### src/rtl/async_tx_pkg.sv
package async_tx_pkg;

   typedef struct packed {
      logic mp;
      logic par_en;
      logic par_odd;
      logic stop_two;
      logic len8;
      logic addr_mark;
   } txcfg_t;

endpackage

### src/rtl/atx_hold.sv
module atx_hold #(
   parameter int DATA_W = 8
) (
   input  logic              clk,
   input  logic              rst_n,
   input  logic              wr_valid,
   input  logic [DATA_W-1:0] wr_data,
   input  logic              take,
   output logic              full,
   output logic [DATA_W-1:0] q
);

   always_ff @(posedge clk) begin
      if (!rst_n) begin
         full <= 1'b0;
         q    <= '0;
      end else if (take) begin
         full <= 1'b0;
      end else if (wr_valid && !full) begin
         full <= 1'b1;
         q    <= wr_data;
      end
   end


   take_needs_data_chk: assert property (@(posedge clk) disable iff (!rst_n)
      take |-> full);


   held_byte_kept_chk: assert property (@(posedge clk) disable iff (!rst_n)
      (full && !take) |=> (full && $stable(q)));

endmodule

### src/rtl/atx_bittimer.sv
module atx_bittimer #(
   parameter int OVS = 16
) (
   input  logic clk,
   input  logic rst_n,
   input  logic tick,
   input  logic run,
   input  logic clear,
   output logic bit_end
);

   localparam int CW = (OVS > 1) ? $clog2(OVS) : 1;

   logic [CW-1:0] cnt;
   logic [CW-1:0] nxt;

   generate
      if ((OVS & (OVS - 1)) == 0) begin : g_wrap
         assign nxt = cnt + CW'(1);
      end else begin : g_cmp
         assign nxt = (cnt == CW'(OVS - 1)) ? '0 : cnt + CW'(1);
      end
   endgenerate

   assign bit_end = run && tick && (cnt == CW'(OVS - 1));

   always_ff @(posedge clk) begin
      if (!rst_n)           cnt <= '0;
      else if (clear)       cnt <= '0;
      else if (run && tick) cnt <= nxt;
   end


   bit_restarts_chk: assert property (@(posedge clk) disable iff (!rst_n)
      bit_end |=> (cnt == '0));

endmodule

### src/rtl/atx_shifter.sv
module atx_shifter
   import async_tx_pkg::*;
#(
   parameter int DATA_W = 8
) (
   input  logic              clk,
   input  logic              rst_n,
   input  txcfg_t            cfg,
   input  logic [DATA_W-1:0] data,
   input  logic              take,
   input  logic              bit_end,
   output logic              txd,
   output logic              busy,
   output logic              last_bit
);

   localparam int FRAME_W = DATA_W + 4;
   localparam int CNT_W   = $clog2(FRAME_W + 1);

   logic [FRAME_W-1:0] sr;
   logic [CNT_W-1:0]   left;
   logic [FRAME_W-1:0] nvec;
   logic [CNT_W-1:0]   ncnt;
   logic [DATA_W-1:0]  dm;
   logic               short_len, ext_on, ext_bit, slot;

   always_comb begin
      short_len = !(cfg.mp || cfg.len8);
      dm        = data;
      if (short_len) dm[DATA_W-1] = 1'b0;
      ext_on    = cfg.mp || cfg.par_en;
      ext_bit   = cfg.mp ? cfg.addr_mark : (cfg.par_odd ^ (^dm));
      slot      = ext_on ? ext_bit : 1'b1;
      if (short_len) nvec = {3'b111, slot, dm[DATA_W-2:0], 1'b0};
      else           nvec = {2'b11, slot, dm, 1'b0};
      ncnt = CNT_W'(DATA_W + 2);
      if (short_len)    ncnt = ncnt - CNT_W'(1);
      if (ext_on)       ncnt = ncnt + CNT_W'(1);
      if (cfg.stop_two) ncnt = ncnt + CNT_W'(1);
   end

   always_ff @(posedge clk) begin
      if (!rst_n) begin
         sr   <= '1;
         left <= '0;
      end else if (take) begin
         sr   <= nvec;
         left <= ncnt;
      end else if (bit_end) begin
         sr   <= {1'b1, sr[FRAME_W-1:1]};
         left <= left - CNT_W'(1);
      end
   end

   assign txd      = sr[0];
   assign busy     = (left != '0);
   assign last_bit = (left == CNT_W'(1));


   start_low_chk: assert property (@(posedge clk) disable iff (!rst_n)
      take |=> !txd);

endmodule

### src/rtl/async_tx_frame.sv
module async_tx_frame
   import async_tx_pkg::*;
#(
   parameter int DATA_W = 8,
   parameter int OVS    = 16
) (
   input  logic              clk,
   input  logic              rst_n,
   input  logic              baud_tick,
   input  logic              tx_en,
   input  logic              mp_mode,
   input  logic              par_en,
   input  logic              par_odd,
   input  logic              stop_two,
   input  logic              len8,
   input  logic              addr_mark,
   input  logic              wr_valid,
   input  logic [DATA_W-1:0] wr_data,
   output logic              wr_ready,
   output logic              txd,
   output logic              busy,
   output logic              hold_empty
);

   generate
      if (DATA_W < 2) begin : g_bad_width
         $error("DATA_W must be at least 2");
      end
      if (OVS < 2) begin : g_bad_ovs
         $error("OVS must be at least 2");
      end
   endgenerate

   txcfg_t            cfg;
   logic              hold_full;
   logic [DATA_W-1:0] hold_q;
   logic              take, bit_end, last_bit;

   always_comb begin
      cfg.mp        = mp_mode;
      cfg.par_en    = par_en;
      cfg.par_odd   = par_odd;
      cfg.stop_two  = stop_two;
      cfg.len8      = len8;
      cfg.addr_mark = addr_mark;
   end

   assign take       = hold_full && tx_en && (!busy || (bit_end && last_bit));
   assign wr_ready   = !hold_full;
   assign hold_empty = !hold_full;

   atx_hold #(.DATA_W(DATA_W)) u_hold (
      .clk(clk), .rst_n(rst_n), .wr_valid(wr_valid), .wr_data(wr_data),
      .take(take), .full(hold_full), .q(hold_q)
   );

   atx_bittimer #(.OVS(OVS)) u_timer (
      .clk(clk), .rst_n(rst_n), .tick(baud_tick), .run(busy),
      .clear(take), .bit_end(bit_end)
   );

   atx_shifter #(.DATA_W(DATA_W)) u_shift (
      .clk(clk), .rst_n(rst_n), .cfg(cfg), .data(hold_q), .take(take),
      .bit_end(bit_end), .txd(txd), .busy(busy), .last_bit(last_bit)
   );


   idle_line_high_chk: assert property (@(posedge clk) disable iff (!rst_n)
      !busy |-> txd);


   disabled_no_start_chk: assert property (@(posedge clk) disable iff (!rst_n)
      (!tx_en && !busy) |=> !busy);


   busy_ends_on_bit_chk: assert property (@(posedge clk) disable iff (!rst_n)
      $fell(busy) |-> $past(bit_end));


   empty_with_start_chk: assert property (@(posedge clk) disable iff (!rst_n)
      $rose(hold_empty) |-> (busy && !txd));

endmodule

### config.mk
export PLATFORM = sky130hd
export DESIGN_NAME = async_tx_frame
export DESIGN_NICKNAME = d
export VERILOG_FILES = /design/src/rtl/async_tx_pkg.sv /design/src/rtl/atx_hold.sv /design/src/rtl/atx_bittimer.sv /design/src/rtl/atx_shifter.sv /design/src/rtl/async_tx_frame.sv
export SDC_FILE = /design/constraint.sdc
export NUM_CORES = 1
export LEC_CHECK = 0
export ABC_AREA = 1
export BUFFER_PORTS_ARGS = -buffer_cell sky130_fd_sc_hd__clkbuf_2
export CORE_ASPECT_RATIO = 1.5
export CORE_UTILIZATION = 50
export CTS_CLUSTER_SIZE = 16
export DETAILED_ROUTE_END_ITERATION = 8
export MAX_ROUTING_LAYER = met4
export PLACE_DENSITY = 0.75
export RECOVER_POWER = 50
export SLEW_MARGIN = 10
export SYNTH_ARGS = -nofsm -noshare
export SYNTH_HDL_FRONTEND = slang
export SYNTH_SLANG_ARGS = --single-unit
### constraint.sdc
create_clock -name clk -period 1.7 [get_ports clk]
set_input_delay 0.085 -clock clk [delete_from_list [all_inputs] [get_ports clk]]
set_output_delay 0.085 -clock clk [all_outputs]
set_load 0.02 [all_outputs]
# Word level (Yosys, flattened, before mapping)
# Cells that the tools add are included.
# Widths: inputs -> output; s select.
# word_totals
regBits	29
input_bits	19
# classes
n_eq_ne	2
n_reduce_logical	16
n_addsub	4
mux	11
bitwise_logic	3
# ops
cell	count
$mux 12	2
$mux 4	4
$add 4x1->4 const B	3
$mux 10	1
$reduce_xor 8->1	1
$logic_and 1x1->1	6
$eq 4x1->1 const B	1
$eq 4x4->1 const B	1
$reduce_bool 4->1	1
$sub 4x1->4 const B	1
$logic_or 1x1->1	3
$mux 1	3
$logic_not 1->1	2
$mux 2	1
$not 1->1	2
$reduce_and 2->1	1
$reduce_bool 2->1	1
$reduce_or 2->1	1
$xor 1x1->1	1

# Longest topological paths before layout
# depth
depth_word	8
depth_mapped	13

# By module
# A second synthesis with hierarchy kept.
# unflattened
hier_cells	235
hier_area_um2	1585.3
# modules_own_cells
mod	cells_each	instances	seq_area_each_um2	area_per_inst_um2
atx_shifter	145	1	280.3	957.2
atx_hold	55	1	180.2	389.1
atx_bittimer	30	1	80.1	211.5
async_tx_frame	5	1	0.0	27.5

# Worst setup path before layout
# No wires, ideal clock.
# synth_timing
path_kind	flip-flop to flip-flop
start	register u_shift.left[0]
end	register u_shift.sr[1]
n_path_buf	1
path_slack_ns	0.033
period_less_slack_ns	1.667
path_stages_with_launch	12
t_arrival_ns	1.530
setup_time_ns	0.138
cell_sequence	dfxtp_1 > inv_1 > ha_1 > nand2_4 > nand2_4 > inv_2 > nand2_4 > o21ai_2 > nand2_2 > buf_6 > o21ai_0 > o211ai_1
# synth_between
elab_chain_cells	7
# synth_lines
item	line	text
start, declared	atx_shifter.sv:21	logic [CNT_W-1:0] left;
start signal, assigned	atx_shifter.sv:48	left <= ncnt;
start signal, assigned	atx_shifter.sv:51	left <= left - CNT_W'(1);
$reduce_bool 4->1 (*)	atx_shifter.sv:56	assign busy = (left != '0);
via busy	async_tx_frame.sv:21	output logic busy,
$logic_and 1x1->1 (2 in series)	atx_bittimer.sv:25	assign bit_end = run && tick && (cnt == CW'(OVS - 1));
$logic_and 1x1->1	async_tx_frame.sv:48	assign take = hold_full && tx_en && (!busy || (bit_end && last_bit));
$logic_or 1x1->1	async_tx_frame.sv:48	
$logic_and 1x1->1	async_tx_frame.sv:48	
$mux 12 / $reduce_bool 2->1 (equally long branches)	--	
end signal, assigned	atx_shifter.sv:47	sr <= nvec;
end signal, assigned	atx_shifter.sv:50	sr <= {1'b1, sr[FRAME_W-1:1]};
end, declared	atx_shifter.sv:20	logic [FRAME_W-1:0] sr;
# The timed path passes the listed nets; every way through them passes the cells marked *.
# A chain may end at the register's enable or synchronous reset.

# Worst setup path after layout
# layout_timing
start	register u_shift.left[0]
end	register u_shift.left[0]
# layout_between
elab_chain_cells	7
# layout_lines
item
parallel branches: the longest is 7 deep, another holds $sub 4x1->4
# Several ways; the timed one is not identified. The select of a mux whose other input is x is not followed.

==> results.py <==
metrics = {
    "outcome": {
        "status": "complete, no violations",
    },
    "pwr": {
        "vdd_drop_max_v": 0.000485,
        "leakagePower_uw": 0.000875,
        "power_density_nw_per_um2": 815,
        "design_power_total_uw": 1440,
    },
    "critical_path": {
        "timing.rr.end": "u_shift.left[0]",
        "worstReg2RegStart": "u_shift.left[0]",
        "critPathKind": "flip-flop to flip-flop",
        "path_depth": 11,
        "max_stage_delay_ns": 0.33,
        "path_buf_inv": 3,
        "crit_required_ns": 1.85,
        "path_cells": "inv_1 -> ha_4 -> nand2_4 -> nand2_4 -> inv_2 -> nand2_4 -> o21ai_2 -> nand2_4 -> buf_4 -> o21ai_0 -> a31oi_1",
        "cp_top_family": "compound AO/OA/AOI/OAI gates",
        "slowest_stage": "dfxtp_1",
        "crit_path_start_kind": "flip-flop",
        "worst-r2r-cell-count": 11,
        "reg2reg_setup_slack_ns": 0.05,
        "worstPathArrival_ns": 1.80,
        "cp_max_fo": 8,
        "worst_setup_path_end_kind": "flip-flop",
        "crit_top_cell": "nand2_4",
    },
    "drt": {
        "routed_wl_microns": 2990,
        "drc_errors": 0,
        "via_per_inst": 5.07,
        "drtAntennaViolNets": 0,
        "drtIter0Drc": 22,
        "dr.pass1.iters": 4,
        "wl_per_cell_microns": 10.8,
        "vias": 1410,
    },
    "final_layout": {
        "instances_no_fill": 278,
        "n_fill_cell": 261,
        "drive_gt1_share_pct": 23.2,
        "finalInstanceArea_sq_um": 1770,
        "multiInputGateArea_sq_um": 800,
        "seqCellArea_sq_um": 543,
        "diodes": 0,
        "final_util_pct": 64.8,
        "area_growth_pct": 21.5,
        "nNetsFinal": 266,
    },
    "global_route": {
        "grt-ovfl-total": 0,
        "antenna_found_initial": 0,
        "grt_pass1_wl_microns": 4860,
        "grt_pass1_vias": 1280,
        "grt_usage_pct": 21.8,
        "grt_start_max_net_pins": 23,
    },
    "logic_synthesis": {
        "async_flop_share_pct": 0,
        "syn_area_sq_um": 1460,
        "synth_top_area_share_pct": 37.1,
        "ys_types": 32,
        "ys.warnings.count": 0,
        "ys_seq_area_share_pct": 37.1,
        "synth_area_leaders": "dfxtp_1 37%, nand2_1 14%, inv_1 6.2%, a21oi_1 5.2%, o21ai_0 4.8%",
        "ys_seq_elements": 27,
        "avgSynthCellArea_sq_um": 7.08,
        "synth_nets": 230,
        "syn_inst": 206,
        "synth_edf_count": 0,
        "synth.largest_area_cell": "dfxtp_1",
        "ys.flop_type": "dfxtp_1",
    },
    "worst_hold_path": {
        "hold_depth": 3,
        "min_from": "wr_data[0]",
        "whs_endpoint": "u_hold.q[0]",
        "holdCritPathClass": "primary input to flip-flop",
    },
    "clock_tree": {
        "path_clk_slew_ns": 0.09,
        "clockRootBuffer": "clkbuf_8",
        "h-tree-depth": 1,
        "cts_made_buffers": 3,
        "clkLatencyLatePin_ns": 0.27,
        "cts_tree": "built",
        "cts_sinks": 27,
        "ctsLongestPathBuffers": 2,
        "postCtsSetupRepairBufs": 0,
    },
    "timing": {
        "min_period_ns": 1.65,
        "finalSetupViolations": 0,
        "max-slew-margin-rel_pct": 72.6,
        "setup_slack_ns": 0.0522,
        "finClkSkew_ns": 0.00376,
        "hold_viol_final": 0,
        "slew_viol_final": 0,
        "final.period_utilization_pct": 96.9,
        "fmax_ghz": 0.607,
        "worst-slew-pin-transition_ns": 0.411,
    },
    "place": {
        "dpl.hpwl_microns": 2340,
        "placed_cell_area_sq_um": 1700,
        "placed_cells": 274,
        "port-buffer-count": 22,
        "pre_cts_slack_ns": 0.0400,
        "place_congestion": 0.783,
    },
    "floorplan": {
        "die_w_microns": 46.1,
        "ios": 23,
        "core_area_sq_um": 2730,
        "die-area_sq_um": 3140,
        "row_count": 23,
        "initial_utilization_pct": 53.3,
        "die_h_microns": 68.1,
    },
    "run": {
        "max-cap-violations": 0,
    },
}
## cells in the mapped netlist, types with 2 or more instances
library cell and count:
a21oi_1 15, clkbuf_1 2, dfxtp_1 27, ha_1 5, inv_1 24, inv_2 3
nand2_1 56, nand2_2 3, nand2_4 3, nand3_1 11, nor2_1 13, nor3_2 2
o2111ai_1 5, o211ai_1 2, o21ai_0 14, xnor2_1 5
## registers in the layout, summed over array words and instances (netlist names)
register	cells
u_hold.q	8
u_hold.full	1
u_shift.sr	10
u_timer.cnt	4
u_shift.left	4
## layer usage
layer	track usage, %	vias to the layer above	wire, microns
met2	41.2	23	1590
met4	9.93	0	72
met3	2.37	7	68
met1	21.0	643	1260
met5	-	-	0
li1	-	737	-
## final cells by class
type / count / area share (%)
Tap cell: 37 / 2.61
Timing Repair Buffer: 37 / 13.1
Inverter: 28 / 6.00
Clock buffer: 4 / 2.54
Sequential cell: 27 / 30.6
Multi-Input combinational cell: 145 / 45.1
## worst min-delay path, stage by stage
cell	delay (ns)
clkbuf_2	0.07
nor2_1	0.03
nor2_1	0.08
## repair_timing
| action | 4_1_cts | 5_1_grt |
|---|---|---|
| resized for setup | 0 | 6 |
| hold buffers | 0 | 0 |
| endpoints found under the setup margin | 0 | 19 |
## cell families after synthesis
group,synth area share (%)
DFF,37.1
buffers and inverters,9.70
xor gates and xnor gates,3.61
adders and majority gates,4.29
AOI/OAI and AO/OA,15.5
and+or+nand+nor,29.9
## worst max-delay path by stage
stage	end	start
6_report	u_shift.left[0]	u_shift.left[0]
5_1_grt	u_shift.sr[6]	u_shift.left[1]
4_1_cts	u_shift.left[0]	u_shift.left[1]
3_5_place_dp	u_shift.left[0]	u_shift.left[0]
3_3_place_gp	u_shift.left[2]	u_shift.left[1]
2_1_floorplan	u_shift.sr[1]	u_shift.left[0]
## stage by stage
step | TNS, ns | hold WS (ns)
after detailed placement | 0 | 0.319
after global placement | 0 | 0.308
after floorplan | 0 | 0.220
final | 0 | 0.0400
after global routing | -0.0200 | 0.0579
after CTS | 0 | 0.0345
## report_power, final
part	switching (uW)	internal, uW	leakage, uW
clock network	185	168	0.0000228
registers	33.5	682	0.000223
logic	214	161	0.000629
total	433	1010	0.000875
## cells in the final DEF (no fill, tap or decap), types with 2 or more instances in the layout
| cell | instances |
|---|---|
| o211ai_1 | 2 |
| clkbuf_1 | 4 |
| nand2_1 | 56 |
| nand2_4 | 4 |
| dfxtp_2 | 2 |
| nand3_1 | 11 |
| xnor2_1 | 5 |
| inv_1 | 24 |
| nor2_1 | 13 |
| buf_4 | 14 |
| clkbuf_8 | 3 |
| clkbuf_2 | 19 |
| o21ai_0 | 14 |
| o2111ai_1 | 5 |
| inv_2 | 3 |
| ha_1 | 4 |
| dfxtp_1 | 25 |
| a21oi_1 | 15 |
| nand2_2 | 2 |
No activity file was read; power rests on OpenSTA's default activity.
